===== src/rtl/fcs_pkg.sv =====
// Shared types for the serial clock-gate control slave.
// Assumes: nothing beyond IEEE 1800-2017.
package fcs_pkg;
    typedef enum logic [2:0] {
        LK_IDLE,   // waiting for a START
        LK_ADDR,   // receiving device address
        LK_PTR,    // pointer byte (pointer mode) or command byte (block mode)
        LK_CNT,    // block-mode write byte count, ignored
        LK_WR,     // receiving data bytes
        LK_RCNT,   // block-mode read count slot
        LK_RD      // transmitting register data
    } lk_state_t;
endpackage


===== src/rtl/fcs_line_sync.sv =====
// Synchronizes one bus line into the system clock domain and flags its edges.
// Assumes: STAGES >= 2; the idle bus level is high.
module fcs_line_sync #(
    parameter int STAGES = 2
) (
    input  logic clk,
    input  logic rst_n,
    input  logic raw,
    output logic lvl,
    output logic rise,
    output logic fall
);
    logic [STAGES-1:0] pipe;
    logic              prev;

    // shift the raw level through the synchronizer and keep the last value
    always_ff @(posedge clk) begin
        if (!rst_n) begin
            pipe <= '1;
            prev <= 1'b1;
        end else begin
            pipe <= {pipe[STAGES-2:0], raw};
            prev <= pipe[STAGES-1];
        end
    end

    assign lvl  = pipe[STAGES-1];
    assign rise = lvl & ~prev;
    assign fall = ~lvl & prev;
endmodule


===== src/rtl/fcs_link.sv =====
// Byte engine and protocol state machine of the two-wire slave; owns the registers.
// Assumes: edge and condition strobes are one system cycle wide and in one domain.
module fcs_link
    import fcs_pkg::*;
#(
    parameter int              NREG      = 3,
    parameter logic [6:0]      SMB_ADDR  = 7'h69,
    parameter logic [6:0]      I2C_ADDR  = 7'h58,
    parameter logic [6:0]      I2C_DC    = 7'h04,
    parameter logic [7:0]      LAST_MASK = 8'hC0,
    parameter logic [8*NREG-1:0] RST_IMG = '1
) (
    input  logic            clk,
    input  logic            rst_n,
    input  logic            scl_rise,
    input  logic            scl_fall,
    input  logic            sda_lvl,
    input  logic            bus_start,
    input  logic            bus_stop,
    output logic            drive_req,
    output logic [8*NREG-1:0] image
);
    localparam int PW = $clog2(NREG);

    lk_state_t              st;
    logic [3:0]             cnt;
    logic [7:0]             sh;
    logic                   ack_slot, ack_mine, mack, smb;
    logic [PW-1:0]          ptr, ptr_inc;
    logic [NREG-1:0][7:0]   regs;
    logic                   is_tx, load_cnt, addr_smb, addr_i2c;
    logic [7:0]             tx_byte, wmask;

    // decode helpers for the current byte and pointer
    always_comb begin
        is_tx    = (st == LK_RCNT) || (st == LK_RD);
        load_cnt = (st == LK_RCNT) && ack_mine;
        tx_byte  = load_cnt ? 8'(NREG) : regs[ptr];
        ptr_inc  = (ptr == PW'(NREG - 1)) ? '0 : ptr + 1'b1;
        wmask    = (ptr == PW'(NREG - 1)) ? LAST_MASK : 8'hFF;
        addr_smb = (sh[7:1] == SMB_ADDR);
        addr_i2c = ((sh[7:1] & ~I2C_DC) == (I2C_ADDR & ~I2C_DC));
    end

    // protocol sequencing, bit shifting and register commits
    always_ff @(posedge clk) begin
        if (!rst_n) begin
            st <= LK_IDLE; cnt <= '0; sh <= '0; ack_slot <= 1'b0;
            ack_mine <= 1'b0; mack <= 1'b0; smb <= 1'b0; ptr <= '0;
            drive_req <= 1'b0; regs <= RST_IMG;
        end else if (bus_start) begin
            st <= LK_ADDR; cnt <= '0; ack_slot <= 1'b0; drive_req <= 1'b0;
        end else if (bus_stop) begin
            st <= LK_IDLE; ack_slot <= 1'b0; drive_req <= 1'b0;
        end else if (st != LK_IDLE) begin
            if (scl_rise) begin
                if (!ack_slot) begin
                    cnt <= cnt + 1'b1;
                    if (!is_tx) sh <= {sh[6:0], sda_lvl};
                end else if (!ack_mine) begin
                    mack <= ~sda_lvl;
                end
            end else if (scl_fall) begin
                if (ack_slot) begin
                    ack_slot <= 1'b0; cnt <= '0; drive_req <= 1'b0;
                    if (is_tx) begin
                        if (ack_mine || mack) begin
                            sh <= tx_byte;
                            drive_req <= ~tx_byte[7];
                            if (!load_cnt) begin
                                ptr <= ptr_inc;
                                st  <= LK_RD;
                            end
                        end else begin
                            st <= LK_IDLE;
                        end
                    end
                end else if (cnt == 4'd8) begin
                    ack_slot <= 1'b1;
                    if (is_tx) begin
                        drive_req <= 1'b0; ack_mine <= 1'b0; mack <= 1'b0;
                    end else begin
                        ack_mine  <= 1'b1;
                        drive_req <= 1'b1;
                        case (st)
                            LK_ADDR: begin
                                if (addr_smb) begin
                                    smb <= 1'b1; ptr <= '0;
                                    st  <= sh[0] ? LK_RCNT : LK_PTR;
                                end else if (addr_i2c) begin
                                    smb <= 1'b0;
                                    st  <= sh[0] ? LK_RD : LK_PTR;
                                end else begin
                                    st <= LK_IDLE; drive_req <= 1'b0; ack_slot <= 1'b0;
                                end
                            end
                            LK_PTR: begin
                                if (smb) begin
                                    if (sh == 8'h00) st <= LK_CNT;
                                    else begin
                                        st <= LK_IDLE; drive_req <= 1'b0; ack_slot <= 1'b0;
                                    end
                                end else begin
                                    ptr <= (sh < 8'(NREG)) ? sh[PW-1:0] : '0;
                                    st  <= LK_WR;
                                end
                            end
                            LK_CNT: st <= LK_WR;
                            LK_WR: begin
                                regs[ptr] <= sh & wmask;
                                ptr       <= ptr_inc;
                            end
                            default: st <= LK_IDLE;
                        endcase
                    end
                end else if (is_tx) begin
                    sh        <= {sh[6:0], 1'b0};
                    drive_req <= ~sh[6];
                end
            end
        end
    end

    assign image = regs;
endmodule


===== src/rtl/fcs_sda_hold.sv =====
// Applies the requested SDA pull a fixed number of cycles after each SCL fall.
// Assumes: HOLD >= 1 and the SCL low period exceeds HOLD plus synchronizer delay.
module fcs_sda_hold #(
    parameter int HOLD = 3
) (
    input  logic clk,
    input  logic rst_n,
    input  logic scl_fall,
    input  logic req,
    output logic sda_pull
);
    localparam int TW = $clog2(HOLD + 1);
    logic [TW-1:0] tmr;

    // count down from each SCL fall and then copy the request to the pin
    always_ff @(posedge clk) begin
        if (!rst_n) begin
            tmr      <= '0;
            sda_pull <= 1'b0;
        end else if (scl_fall) begin
            tmr <= TW'(HOLD);
        end else if (tmr != '0) begin
            tmr <= tmr - 1'b1;
            if (tmr == TW'(1)) sda_pull <= req;
        end
    end
endmodule


===== src/rtl/fcs_gate.sv =====
// Gates the reference clock onto each output from its register enable bit.
// Assumes: outputs beyond the full registers map to the top bits of the last one.
module fcs_gate #(
    parameter int NOUT = 18,
    parameter int NREG = 3
) (
    input  logic              ref_clk,
    input  logic              drive_en,
    input  logic [8*NREG-1:0] image,
    output logic [NOUT-1:0]   clk_out,
    output logic [NOUT-1:0]   pad_oe
);
    localparam int LOWN = 8 * (NREG - 1);
    localparam int USED = NOUT - LOWN;

    for (genvar k = 0; k < NOUT; k++) begin : g_out
        localparam int IDX = (k < LOWN) ? k : LOWN + (8 - USED) + (k - LOWN);
        // one output: clock when enabled, low when disabled, quiet when pads are off
        assign clk_out[k] = drive_en & ref_clk & image[IDX];
        assign pad_oe[k]  = drive_en;
    end
endmodule


===== src/rtl/clk_fanout_ctl.sv =====
// Top: serial control slave with two address personalities plus the clock gate.
// Assumes: clk oversamples SCL by well over 2*(SYNC+HOLD) cycles per phase.
module clk_fanout_ctl #(
    parameter int         NOUT     = 18,
    parameter int         SYNC     = 2,
    parameter int         HOLD     = 3,
    parameter logic [6:0] SMB_ADDR = 7'h69,
    parameter logic [6:0] I2C_ADDR = 7'h58,
    parameter logic [6:0] I2C_DC   = 7'h04
) (
    input  logic                       clk,
    input  logic                       rst_n,
    input  logic                       scl_in,
    input  logic                       sda_in,
    output logic                       sda_pull,
    input  logic                       ref_clk,
    input  logic                       drive_en,
    output logic [8*((NOUT+7)/8)-1:0]  ctl_image,
    output logic [NOUT-1:0]            clk_out,
    output logic [NOUT-1:0]            pad_oe
);
    localparam int               NREG      = (NOUT + 7) / 8;
    localparam int               IMG_W     = 8 * NREG;
    localparam int               USED      = NOUT - 8 * (NREG - 1);
    localparam logic [7:0]       LAST_MASK = 8'(8'hFF << (8 - USED));
    localparam logic [IMG_W-1:0] RST_IMG   = {LAST_MASK, {(IMG_W-8){1'b1}}};
    localparam logic [IMG_W-1:0] RSV_MASK  = {~LAST_MASK, {(IMG_W-8){1'b0}}};

    logic scl_lvl, scl_rise, scl_fall;
    logic sda_lvl, sda_rise, sda_fall;
    logic bus_start, bus_stop, drive_req;

    fcs_line_sync #(.STAGES(SYNC)) u_scl (
        .clk(clk), .rst_n(rst_n), .raw(scl_in),
        .lvl(scl_lvl), .rise(scl_rise), .fall(scl_fall));
    fcs_line_sync #(.STAGES(SYNC)) u_sda (
        .clk(clk), .rst_n(rst_n), .raw(sda_in),
        .lvl(sda_lvl), .rise(sda_rise), .fall(sda_fall));

    // bus conditions: SDA moving while SCL stays high
    assign bus_start = sda_fall & scl_lvl & ~scl_rise;
    assign bus_stop  = sda_rise & scl_lvl & ~scl_rise;

    fcs_link #(
        .NREG(NREG), .SMB_ADDR(SMB_ADDR), .I2C_ADDR(I2C_ADDR),
        .I2C_DC(I2C_DC), .LAST_MASK(LAST_MASK), .RST_IMG(RST_IMG)
    ) u_link (
        .clk(clk), .rst_n(rst_n), .scl_rise(scl_rise), .scl_fall(scl_fall),
        .sda_lvl(sda_lvl), .bus_start(bus_start), .bus_stop(bus_stop),
        .drive_req(drive_req), .image(ctl_image));

    fcs_sda_hold #(.HOLD(HOLD)) u_hold (
        .clk(clk), .rst_n(rst_n), .scl_fall(scl_fall),
        .req(drive_req), .sda_pull(sda_pull));

    fcs_gate #(.NOUT(NOUT), .NREG(NREG)) u_gate (
        .ref_clk(ref_clk), .drive_en(drive_en), .image(ctl_image),
        .clk_out(clk_out), .pad_oe(pad_oe));
endmodule


===== config.mk =====
export PLATFORM = sky130hd
export DESIGN_NAME = clk_fanout_ctl
export DESIGN_NICKNAME = d
export VERILOG_FILES = /design/src/rtl/fcs_pkg.sv /design/src/rtl/fcs_line_sync.sv /design/src/rtl/fcs_link.sv /design/src/rtl/fcs_sda_hold.sv /design/src/rtl/fcs_gate.sv /design/src/rtl/clk_fanout_ctl.sv
export SDC_FILE = /design/constraint.sdc
export NUM_CORES = 1
export LEC_CHECK = 0
export BUFFER_PORTS_ARGS = -buffer_cell sky130_fd_sc_hd__buf_2
export CORE_MARGIN = 4
export CORE_UTILIZATION = 30
export DETAILED_ROUTE_END_ITERATION = 12
export GPL_TIMING_DRIVEN = 1
export SLEW_MARGIN = 25
export SYNTH_ARGS = -nofsm -noshare
export SYNTH_HDL_FRONTEND = slang
export SYNTH_SLANG_ARGS = --single-unit

===== constraint.sdc =====
create_clock -name clk -period 2.9 [get_ports clk]
set_input_delay 0.145 -clock clk [delete_from_list [all_inputs] [get_ports clk]]
set_output_delay 0.145 -clock clk [all_outputs]
set_load 0.05 [all_outputs]

Word level (Yosys, flattened, before mapping)
Cells that the tools add are included.
{"block": "totals", "regBits": 55, "inputBits": 6, "output_inout_bits": 61, "elab_cells": 204}
{"block": "classes", "n_addsub": 3, "order_cmp": 3, "eq_ne": 30, "mux": 75, "n_bitwise": 41, "n_reduce_logical": 33}
{"operator": "8-bit two-way mux", "count": 12}
{"operator": "3-bit two-way mux", "count": 11}
{"operator": "1-bit two-way mux", "count": 28}
{"operator": "1-bit AND", "count": 27}
{"operator": "2-bit two-way mux", "count": 13}
{"operator": "24-bit bitwise mux", "count": 1}
{"operator": "10-bit AND reduction", "count": 2}
{"operator": "9-bit AND reduction", "count": 2}
{"operator": "8-bit binary-select mux with 2-bit select", "count": 1}
{"operator": "8-bit demux with 2-bit select", "count": 1}
{"operator": "4-bit two-way mux", "count": 4}
{"operator": "8-bit AND reduction", "count": 2}
{"operator": "2-bit nonzero test", "count": 8}
{"operator": "2-bit inequality test, second input constant", "count": 7}
{"operator": "1-bit NOT", "count": 13}
{"operator": "13-bit AND reduction", "count": 1}
{"operator": "3-bit case mux with 4 select lines", "count": 1}
{"operator": "3-bit nonzero test", "count": 4}
{"operator": "3-bit == test, second input constant", "count": 3}
{"operator": "8-bit AND", "count": 1}
{"operator": "8-bit zero test", "count": 1}
{"operator": "8-bit by 2-bit less-than comparator with 1-bit output, second input constant", "count": 1}
{"operator": "4-bit by 3-bit inequality test with 1-bit output, second input constant", "count": 2}
{"operator": "4-bit nonzero test", "count": 2}
{"operator": "29 further kinds", "count": 37}

Logic depth before layout (Yosys ltp)
Gate-level depths: netlist (run 1).
{"block": "logic_depth", "depth_word": 12, "depth_mapped": 11, "mapped_depth_nobuf": 8}

Hierarchy
Synthesis (run 1) repeated with hierarchy kept, for this count alone.
{"block": "unflattened", "hier_cells": 379, "area_unflattened_um2": 3238.1}
{"module": "fcs_link", "instances": 1, "cells_per_inst": 308, "area_each_um2": 2606.2, "seq_area_each_um2": 920.9}
{"module": "fcs_gate", "instances": 1, "cells_per_inst": 38, "area_each_um2": 276.5, "seq_area_each_um2": 0.0}
{"module": "fcs_line_sync", "instances": 2, "cells_per_inst": 8, "area_each_um2": 91.3, "seq_area_each_um2": 60.1}
{"module": "fcs_sda_hold", "instances": 1, "cells_per_inst": 15, "area_each_um2": 155.1, "seq_area_each_um2": 60.1}
{"module": "clk_fanout_ctl", "instances": 1, "cells_per_inst": 2, "area_each_um2": 17.5, "seq_area_each_um2": 0.0}

Worst setup path before layout (run 1)
Ideal clock, no wire load.
{"block": "synth_path", "path_type": "register to register", "from": "reg u_link.ack_slot", "to": "reg u_link.cnt[3]", "setup_ns": 0.074, "arrival_ns": 2.172, "t_required_ns": 2.826, "setup_slack_ns": 0.654, "path_stages_with_launch": 8, "n_path_buf": 1, "path_cell_list": "dfxtp_1 > clkbuf_1 > inv_1 > ha_1 > nor4_2 > nand4_1 > or3_1 > a31oi_1"}
{"block": "synth_between", "elab_chain_cells": 2, "elab_cells_between_ends": 3, "classes_between": "1 x eq/ne; 2 x reduce/logical"}
{"item": "start: declaration", "line": "fcs_link.sv:28", "source": "logic ack_slot, ack_mine, mack, smb;"}
{"item": "start signal: assignment", "line": "fcs_link.sv:48", "source": "st <= LK_IDLE; cnt <= '0; sh <= '0; ack_slot <= 1'b0;"}
{"item": "start signal: assignment", "line": "fcs_link.sv:52", "source": "st <= LK_ADDR; cnt <= '0; ack_slot <= 1'b0; drive_req <= 1'b0;"}
{"item": "start signal: assignment", "line": "fcs_link.sv:54", "source": "st <= LK_IDLE; ack_slot <= 1'b0; drive_req <= 1'b0;"}
{"item": "2-bit inequality test (no source line) or 2-bit nonzero test (tied branches)"}
{"item": "5-bit AND reduction (no source line) *"}
{"item": "end signal: assignment", "line": "fcs_link.sv:58", "source": "cnt <= cnt + 1'b1;"}
{"item": "end: declaration", "line": "fcs_link.sv:26", "source": "logic [3:0] cnt;"}
Every way passes the cells marked *; elsewhere a longest branch is shown, timed or not.
A chain may end at the register's enable or synchronous reset.

Worst setup path after layout (run 1)
{"block": "layout_path", "from": "reg u_scl.pipe[1]", "to": "reg u_link.sh[0]"}
{"block": "layout_between", "elab_chain_cells": 5, "elab_cells_between_ends": 17, "classes_between": "3 x eq/ne; 1 x mux; 10 x bitwise; 3 x reduce/logical"}
{"item": "start: declaration", "line": "fcs_line_sync.sv:13", "source": "logic [STAGES-1:0] pipe;"}
{"item": "start signal: assignment", "line": "fcs_line_sync.sv:22", "source": "pipe <= {pipe[STAGES-2:0], raw};"}
{"item": "1-bit AND", "line": "fcs_line_sync.sv:28", "source": "assign rise = lvl & ~prev;"}
{"item": "1-bit NOT (no source line)"}
{"item": "1-bit AND (on tied branches)", "line": "clk_fanout_ctl.sv:42, clk_fanout_ctl.sv:41"}
{"item": "1-bit NOT (no source line)"}
{"item": "10-bit AND reduction (no source line)"}
{"item": "end signal: assignment", "line": "fcs_link.sv:59", "source": "if (!is_tx) sh <= {sh[6:0], sda_lvl};"}
{"item": "end signal: assignment", "line": "fcs_link.sv:68", "source": "sh <= tx_byte;"}
{"item": "end signal: assignment", "line": "fcs_link.sv:117", "source": "sh <= {sh[6:0], 1'b0};"}
{"item": "end: declaration", "line": "fcs_link.sv:27", "source": "logic [7:0] sh;"}
Several ways; a longest one is shown, not always the timed one.

==> impl_metrics.toml, run 1 <==
[global_route]
grt_pass1_vias = 2738
grt_max_degree = 46
antenna_found_initial = 0
globalRouteTotalUtil_pct = 13.43
grt-ovfl-total = 0
grt_pass1_wl_um = 13870

[route]
drtIter0Drc = 138
totalWireLength_um = 8298
antenna_left = 0
first_pass_iters = 4
wl_per_cell_um = 14.71
drc = 0
viasPerCell = 5.099
num_vias = 2876

[clocking]
cts_made_buffers = 5
cts_tree = "done"
cts.sinks = 55
root_buffer = "clkbuf_8"
path_clk_slew_ps = 130
clk_latency_ps = 330
clk_path_buf_depth = 2
cts_htree_levels = 2
post_cts_buffers = 0

[critical_path]
rr_worst_depth = 6
crit_required_ps = 3150
start_kind = "flip-flop"
critPathCaptureType = "flip-flop"
crit_fanout = 16
critPathKind = "reg -> reg"
cp.arrival_ps = 2760

[place]
gp_congestion = 0.9015
detailedPlace.worstSlack_ps = 445.4
placed_cell_area_mm2 = 0.003535
io_buffers = 66
hpwlAfterDp_um = 6048

[power]
p_comb_share_pct = 18.8
ir_drop_uv = 210.2
cellLeakagePower_nw = 1.565
pwr_density_cell_mw_per_mm2 = 427.2
internal-power_mw = 1.049
sw_frac_of_total_pct = 32.75
switching_power_mw = 0.5110
seqPwrFrac_pct = 50.4
p_clk_share_pct = 30.8

[synth]
synth_compound_area_share_pct = 16.29
synth.avg_cell_area_um2 = 8.348
async_reset_ff_share_pct = 0
synth_edf_count = 0
synth_top_family_by_area = "simple AND/OR/NAND/NOR gates"
ys_ff_latch = 55
post_synth_num_cell_types = 57
synth-simple-area-share_pct = 25.69
synthFlopType = "dfxtp_1"
yosysSeqAreaShare_pct = 34.62
synth_cells = 381
yosysWarnings = 0
synth_nets = 399
muxShareOfSynthArea_pct = 8.497
netlist_area_mm2 = 0.003181
synthAdderAreaFrac_pct = 4.721
synth_xor_area_share_pct = 1.101

[finish]
nets = 445
drive_above_1_share_pct = 21.50
multi_input_area_mm2 = 0.001790
syn2layout_area_growth_pct = 14.83
antenna-diode-count = 0
seqCellArea_mm2 = 0.001101
stdcell_area_mm2 = 0.003652
fillers = 1056
post-route-util_pct = 35.38

[die]
die_y_um = 111.0
die-area_mm2 = 0.01231
ios = 67
design.core.area_mm2 = 0.01032
rows = 37
die_w_um = 111.0
initial_core_util_pct = 30.81

[sta]
setup_violations = 0
setup_slack_ps = 390.4
period_share_pct = 86.54
tightest_slew_ps = 553.8
slew_viol_final = 0
fin_tns_setup_ps = 0
max_freq_mhz = 398.5
grt_setup_unrepaired = "no"
maxSlewHeadroom_pct = 62.58
period_minus_slack_ps = 2510
finClkSkew_ps = 21.96
finalHoldViolCount = 0

[job]
cap_violations = 0

[min_path]
hold_class = "in -> reg"
hold_depth = 3

[outcome]
status = "finished, final reports clean"
==> worst max-delay path, stage by stage (launching register included) <==
cell and delay, ps:
dfxtp_1 440, ha_1 520, inv_1 240, a221oi_1 360
and4_1 560, nor2_1 90, a311oi_1 240
==> flip-flops by register name, summed over array words and instances, names as in the netlist <==
register	flops
u_link.ptr	2
u_link.cnt	4
u_link.st	3
u_hold.tmr	2
u_hold.sda_pull	1
u_link.mack	1
u_link.ack_mine	1
u_link.smb	1
u_link.drive_req	1
u_link.sh	8
u_scl.pipe	2
u_link.ack_slot	1
u_sda.prev	1
u_sda.pipe	2
u_scl.prev	1
u_link.image	24
==> area by class of cell <==
type,count,share of cell area (%)
Inverter,14,1.439
Clock buffer,5,1.884
Sequential cell,55,30.15
Tap cell,136,4.659
Clock inverter,3,0.7879
Timing Repair Buffer,80,12.06
Multi-Input combinational cell,271,49.02
==> synth_stat cells, types with 3 or more instances <==
library cell	n	area share [%]
nand2_1	48	5.7
buf_2	5	0.79
nand3_1	13	2.0
nand4b_1	3	0.83
a311oi_1	3	0.83
nor2b_1	7	1.4
and3_1	25	4.9
inv_1	14	1.7
a31oi_1	4	0.79
clkbuf_1	15	1.8
nand4_1	5	0.98
a21oi_1	15	2.4
ha_1	12	4.7
nor2_1	21	2.5
mux2i_1	27	8.5
o211ai_1	4	0.94
o21ai_0	20	3.1
nor3_1	3	0.47
nand2b_1	9	1.8
a2bb2oi_1	5	1.4
buf_4	18	4.2
dfxtp_1	55	35
==> stage by stage <==
| step | std cells | power, mW | hold slack (ps) |
|---|---|---|---|
| 2_1_floorplan | 381 | 1.054 | 246.5 |
| 3_3_place_gp | 554 | 1.089 | 330.8 |
| 3_5_place_dp | 554 | 1.097 | 333.4 |
| 4_1_cts | 564 | 1.583 | 306.2 |
| 5_1_grt | 564 | 1.644 | 312.8 |
| 6_report | 564 | 1.560 | 319.3 |
==> what timing repair did <==
action	in CTS	in global routing
endpoints found under the hold margin	2	0
gates resized for setup	0	0
hold buffers	2	0
==> logic make-up after synthesis <==
logic type               Yosys count
buffers and inverters             55
AND/OR/NAND/NOR                  153
adder cells (fa/ha/maj)           12
multiplexers                      27
XOR/XNOR                           4
AO/OA/AOI/OAI                     75
flip-flops                        55
==> power by group through the flow <==
stage / combinational (mW) / clock (mW) / sequential (mW)
floorplan: 0.254 / 0 / 0.800
global placement: 0.286 / 0 / 0.802
detailed placement: 0.294 / 0 / 0.803
CTS: 0.296 / 0.500 / 0.787
global route: 0.320 / 0.534 / 0.790
finish: 0.293 / 0.481 / 0.786
==> metal layers <==
metal  global-route usage, %  wire (um)
met5                       0          0
met1                   17.38       3832
met4                   3.941        112
met3                   2.838        476
met2                   22.45       3876
==> worst paths after layout <==
check,start,end,slack [ps]
max,u_scl.pipe[1],u_link.sh[0],390
min,rst_n,u_link.image[1],320
max reg2reg,u_scl.pipe[1],u_link.sh[0],390
min reg2reg,u_sda.pipe[0],u_sda.pipe[1],420
==> layout by cell type, fill, tap and decap left out, types with 3 or more instances in the layout <==
master / count
a21oi_1: 15
a2bb2oi_1: 5
a311oi_1: 3
a31oi_1: 4
and3_1: 25
buf_2: 66
buf_4: 12
clkbuf_8: 5
dfxtp_1: 55
ha_1: 12
inv_1: 14
mux2i_1: 27
nand2_1: 48
nand2b_1: 9
nand3_1: 13
nand4_1: 5
nand4b_1: 3
nor2_1: 21
nor2b_1: 7
nor3_1: 3
o211ai_1: 4
o21ai_0: 20
Note: power is estimated with default switching activity, not from simulation.
==> run 2, diff against run 1 <==
- MAX_ROUTING_LAYER: unset -> met4
- clock period: 2.9 -> 3.3 ns (I/O delays scaled with it)
==> run 2 against run 1 <==
Net effect:
- critical path depth unchanged
- final cell count is 2.0% lower
- count of clock-buffer cells in the layout is the same
- via count shrank 2.6%
- wire length down 1.4%
- total power shrank 13%
- sequential share of layout area up 0.74 points
- critical path type unchanged
- sequential power fell by 12%
- non-clock buffer count decreased by 11
- worst setup slack improved by 280 ps
- combinational power decreased by 14%
- largest power group unchanged
- global-route usage is 0.21 points lower
==> impl_metrics.toml, run 2 (same netlist as run 1, synthesis figures left out) <==
[global_route]
antenna_found_initial = 0
grt_pass1_wl_um = 13360
grt_max_degree = 46
grt_pass1_vias = 2616
grt-ovfl-total = 0
globalRouteTotalUtil_pct = 13.21

[place]
dp_cells = 545
io_buffers = 66
placed_cell_area_mm2 = 0.003467
hpwlAfterDp_um = 5930
detailedPlace.worstSlack_ps = 719.1
gp_congestion = 0.8775

[critical_path]
slowest_delay_ps = 610
crit_fanout = 16
path_cells = "ha_1 -> inv_1 -> a221oi_1 -> and4_1 -> nor2_1 -> a311oi_1"
crit_required_ps = 3530
start_kind = "flip-flop"
critPathKind = "reg -> reg"
slowest_stage = "and4_1"
cp_top_family = "simple AND/OR/NAND/NOR gates"
cp_num_buf_inv = 1
cp.arrival_ps = 2870
critPathCaptureType = "flip-flop"

[clocking]
cts_tree = "done"
cts.sinks = 55
clk_latency_ps = 320
root_buffer = "clkbuf_8"
path_clk_slew_ps = 100
cts.hold.buffers_added = 0
cts_made_buffers = 5
cts_htree_levels = 2
post_cts_buffers = 0
clk_path_buf_depth = 2
cts.repair.resized = 0

[sta]
maxSlewHeadroom_pct = 52.55
whs_ps = 25.19
setup_violations = 0
period_share_pct = 79.82
fin_tns_setup_ps = 0
slew_viol_final = 0
max_freq_mhz = 379.6
period_minus_slack_ps = 2634
finalHoldViolCount = 0
tightest_slew_ps = 710.8
setup_slack_ps = 666.0
grt_setup_unrepaired = "no"
finClkSkew_ps = 12.19

[die]
rows = 37
die-area_mm2 = 0.01231
initial_core_util_pct = 30.81
die_y_um = 111.0
die_w_um = 111.0
ios = 67
design.core.area_mm2 = 0.01032

[finish]
drive_above_1_share_pct = 19.90
fillers = 1056
final_common_cell = "buf_2"
antenna-diode-count = 0
syn2layout_area_growth_pct = 12.08
largest_reg_flops = 24
seqCellArea_mm2 = 0.001101
nets = 434
multi_input_area_mm2 = 0.001790
stdcell_area_mm2 = 0.003565
fin_cells = 553
final_cell_mix = "66 x buf_2, 55 x dfxtp_1, 48 x nand2_1"

[route]
first_pass_iters = 4
drtIter0Drc = 182
viasPerCell = 5.063
antenna_left = 0
wl_per_cell_um = 14.79
totalWireLength_um = 8179
drc = 0
num_vias = 2800

[power]
cellLeakagePower_nw = 1.511
ir_drop_uv = 224.9
pwr_density_cell_mw_per_mm2 = 380.1

[min_path]
hold_class = "in -> reg"

[job]
cap_violations = 0

[outcome]
status = "finished, final reports clean"
## run 2: cell count changes in the layout (fill, tap and decap cells not counted), sizes merged
cell | previous run | this run
buf | 78 | 69
dlygate4sd3 | 2 | 0
clkinv | 0 | 2
inv | 17 | 15
## run 2: area by class of cell
cell class | count | area share, %
clock buffers | 5 | 1.931
clock inverters | 3 | 0.8073
well taps | 136 | 4.774
flip-flops and latches | 55 | 30.89
repair buffers | 69 | 9.898
inverters | 14 | 1.474
multi-input cells | 271 | 50.23
## run 2: final timing paths
| path | cells past startpoint | end | slack (ps) | from |
|---|---|---|---|---|
| min reg2reg | 1 | u_sda.pipe[1] | 420 | u_sda.pipe[0] |
| max reg2reg | 6 | u_link.sh[0] | 670 | u_scl.pipe[1] |
| min | 2 | u_sda.pipe[0] | 30 | sda_in |
| max | 6 | u_link.sh[0] | 670 | u_scl.pipe[1] |
## run 2: metrics by stage
step / util, % / total power, mW
final: 34.53 / 1.355
after global placement: 33.58 / 0.9527
after global routing: 34.53 / 1.431
after floorplan: - / 0.9263
after detailed placement: 33.58 / 0.9632
after CTS: 34.53 / 1.372
## run 2: report_power, final
part / internal, mW / switching [mW]
clock network: 0.158 / 0.252
registers: 0.680 / 0.0129
logic: 0.0770 / 0.175
total: 0.915 / 0.440
## run 2: routing by layer
layer	wire length (um)	up-vias	GRT usage (%)
met3	474	6	2.402
met5	0	-	-
met1	3792	1306	17.40
li1	-	1409	-
met2	3856	79	21.04
met4	56	0	3.284
==> run 3, diff against run 2 <==
- ABC_AREA: unset -> 1
- clock period: 3.3 -> 2.66 ns (I/O delays scaled with it)
==> run 3 against run 2 <==
Net effect:
- critical path depth grew 6
- utilization grew 0.63 points
- first-iteration DRC count grew 30%
- wire length grew 0.79%
- die area shrank 0.55%
- clock skew shrank 2.8 ps
- sequential power grew 23%
- largest power group unchanged
==> impl_metrics.toml, run 3 <==
[critical_path]
cpMostUsedCell = "nor2_1"
path_cells = "inv_1 -> nand2_1 -> nand3_2 -> ha_1 -> inv_1 -> nand2_1 -> nor2_1 -> nand3_1 -> nor2_1 -> nand3_2 -> o21ai_0 -> nor2_1"
crit_fanout = 16
slowest_stage = "dfxtp_1"
cp_top_family = "simple AND/OR/NAND/NOR gates"
crit_required_ps = 2880
critPathKind = "reg -> reg"
cp_num_buf_inv = 2
cp.arrival_ps = 2320
critPathCaptureType = "flip-flop"
slowest_delay_ps = 440
start_kind = "flip-flop"

[finish]
post-route-util_pct = 35.16
antenna-diode-count = 0
fin_cells = 670
final_cell_mix = "120 x nand2_1, 87 x nor2_1, 66 x buf_2"
final_common_cell = "nand2_1"
syn2layout_area_growth_pct = 14.29
drive_above_1_share_pct = 17.79
nets = 551
largest_reg_flops = 24
fillers = 1102

[route]
drc = 0
totalWireLength_um = 8244
drtIter0Drc = 236
first_pass_iters = 5
viasPerCell = 4.701
antenna_left = 0
wl_per_cell_um = 12.30
num_vias = 3150

[sta]
finClkSkew_ps = 9.405
finalHoldViolCount = 0
slew_viol_final = 0
grt_setup_unrepaired = "no"
max_freq_mhz = 476.2
period_minus_slack_ps = 2100
period_share_pct = 78.95
tightest_slew_ps = 557.9
maxSlewHeadroom_pct = 62.71
setup_slack_ps = 559.9
fin_tns_setup_ps = 0
setup_violations = 0

[synth]
synth.top_cells.by_count = "120 x nand2_1, 87 x nor2_1, 63 x inv_1"
synth_nets = 500
netlist_area_mm2 = 0.003162
yosysWarnings = 0
synth_edf_count = 0
yosys.area.top_type = "dfxtp_1"
yosysMostFrequentCell = "nand2_1"
synth_top_area_share_pct = 34.82
async_reset_ff_share_pct = 0
synth.avg_cell_area_um2 = 6.560
yosysSeqAreaShare_pct = 34.82
synth_cells = 482
ys_ff_latch = 55
synthFlopType = "dfxtp_1"
post_synth_num_cell_types = 27
synthTopCellsByArea = "dfxtp_1 35%, nand2_1 14%, nor2_1 10%, inv_1 7.5%, o211ai_1 5.5%"

[global_route]
use_met2_pct = 21.12
grt_max_degree = 40
busiest_layer = "met2"
antenna_found_initial = 0
grt_util_met1_pct = 18.35
grt_pass1_wl_um = 13940
globalRouteTotalUtil_pct = 13.74
grt_pass1_vias = 2839
use_met3_pct = 3.221
grt-ovfl-total = 0

[clocking]
cts.repair.resized = 0
path_clk_slew_ps = 110
clk_latency_ps = 320
cts.hold.buffers_added = 2
clk_path_buf_depth = 2
cts.sinks = 55
cts_htree_levels = 2
cts_made_buffers = 5
post_cts_buffers = 0
root_buffer = "clkbuf_8"
cts_tree = "done"

[power]
cellLeakagePower_nw = 1.983
p_clk_share_pct = 30.5
p_comb_share_pct = 16.8
sw_frac_of_total_pct = 32.08
ir_drop_uv = 210.6
pwr_density_cell_mw_per_mm2 = 447.0
switching_power_mw = 0.5181
internal-power_mw = 1.097
seqPwrFrac_pct = 52.8

[min_path]
hold_class = "in -> reg"

[outcome]
status = "finished, final reports clean"

[die]
die-area_mm2 = 0.01225
die_y_um = 110.7
ios = 67
rows = 37
die_w_um = 110.7
design.core.area_mm2 = 0.01028
initial_core_util_pct = 30.76

[job]
cap_violations = 0

[place]
dp_cells = 660
detailedPlace.worstSlack_ps = 563.9
gp_congestion = 0.9062
io_buffers = 66
hpwlAfterDp_um = 6428
run 3: cell count changes after synthesis, moves of 6 or more:
cell and change:
and3_1 -25, nand3_2 +6, nor2b_1 -7, inv_1 +49
nor2_1 +66, clkbuf_1 -10, mux2i_1 -27, nand2_1 +72
nand2b_1 -9, o211ai_1 +19, nand3_1 +14
run 3: power by group through the flow:
stage,logic (mW),clock network [mW],registers (mW)
floorplan,0.230,0,0.869
global route,0.300,0.536,0.857
global placement,0.264,0,0.870
detailed placement,0.269,0,0.873
finish,0.271,0.492,0.853
CTS,0.272,0.502,0.854
run 3: logic make-up after synthesis:
group / count (synthesis) / share of synthesized area (%)
AO/OA/AOI/OAI: 66 / 12.66
XOR/XNOR: 1 / 0.2771
adder cells (fa/ha/maj): 12 / 4.749
buffers and inverters: 91 / 13.26
flip-flops: 55 / 34.82
AND/OR/NAND/NOR: 257 / 34.23
run 3: through the flow:
| step | area (um2) | power [mW] | hold slack [ps] |
|---|---|---|---|
| 3_5_place_dp | 3502 | 1.141 | 321.9 |
| 3_3_place_gp | 3502 | 1.134 | 318.6 |
| 6_report | 3613 | 1.615 | 199.1 |
| 4_1_cts | 3613 | 1.628 | 207.7 |
| 2_1_floorplan | 3162 | 1.099 | 239.6 |
| 5_1_grt | 3613 | 1.692 | 257.5 |
run 3: layout make-up:
type	instances	area (um2)	share of cell area (%)
inverter	65	244.0	6.752
clock buffer	5	68.82	1.904
tap	136	170.2	4.709
sequential	55	1101	30.47
multi-input combinational	336	1642	45.43
clock inverter	3	22.52	0.6233
timing repair buffer	70	365.4	10.11
run 3: path summary, 6_finish.rpt:
| path | end | cells after the start | slack (ps) | start |
|---|---|---|---|---|
| setup reg to reg | u_link.sh[1] | 12 | 560 | u_link.st[1] |
| setup / recovery | u_link.sh[1] | 12 | 560 | u_link.st[1] |
| hold reg to reg | u_scl.pipe[1] | 1 | 430 | u_scl.pipe[0] |
| hold / removal | u_link.mack | 3 | 200 | rst_n |
run 3: metal layers:
| layer | routed length [um] | up-vias |
|---|---|---|
| met2 | 3635 | 131 |
| li1 | - | 1609 |
| met1 | 3797 | 1401 |
| met4 | 105 | 0 |
| met3 | 705 | 9 |
| met5 | 0 | - |
run 3: worst register-to-register path: cells and delay by family, from the launching register on:
kind,cells,cell delay (ps)
compound gates,1,260
simple gates,8,880
buf+inv,2,140
flops,1,440
fa+ha+maj,1,270
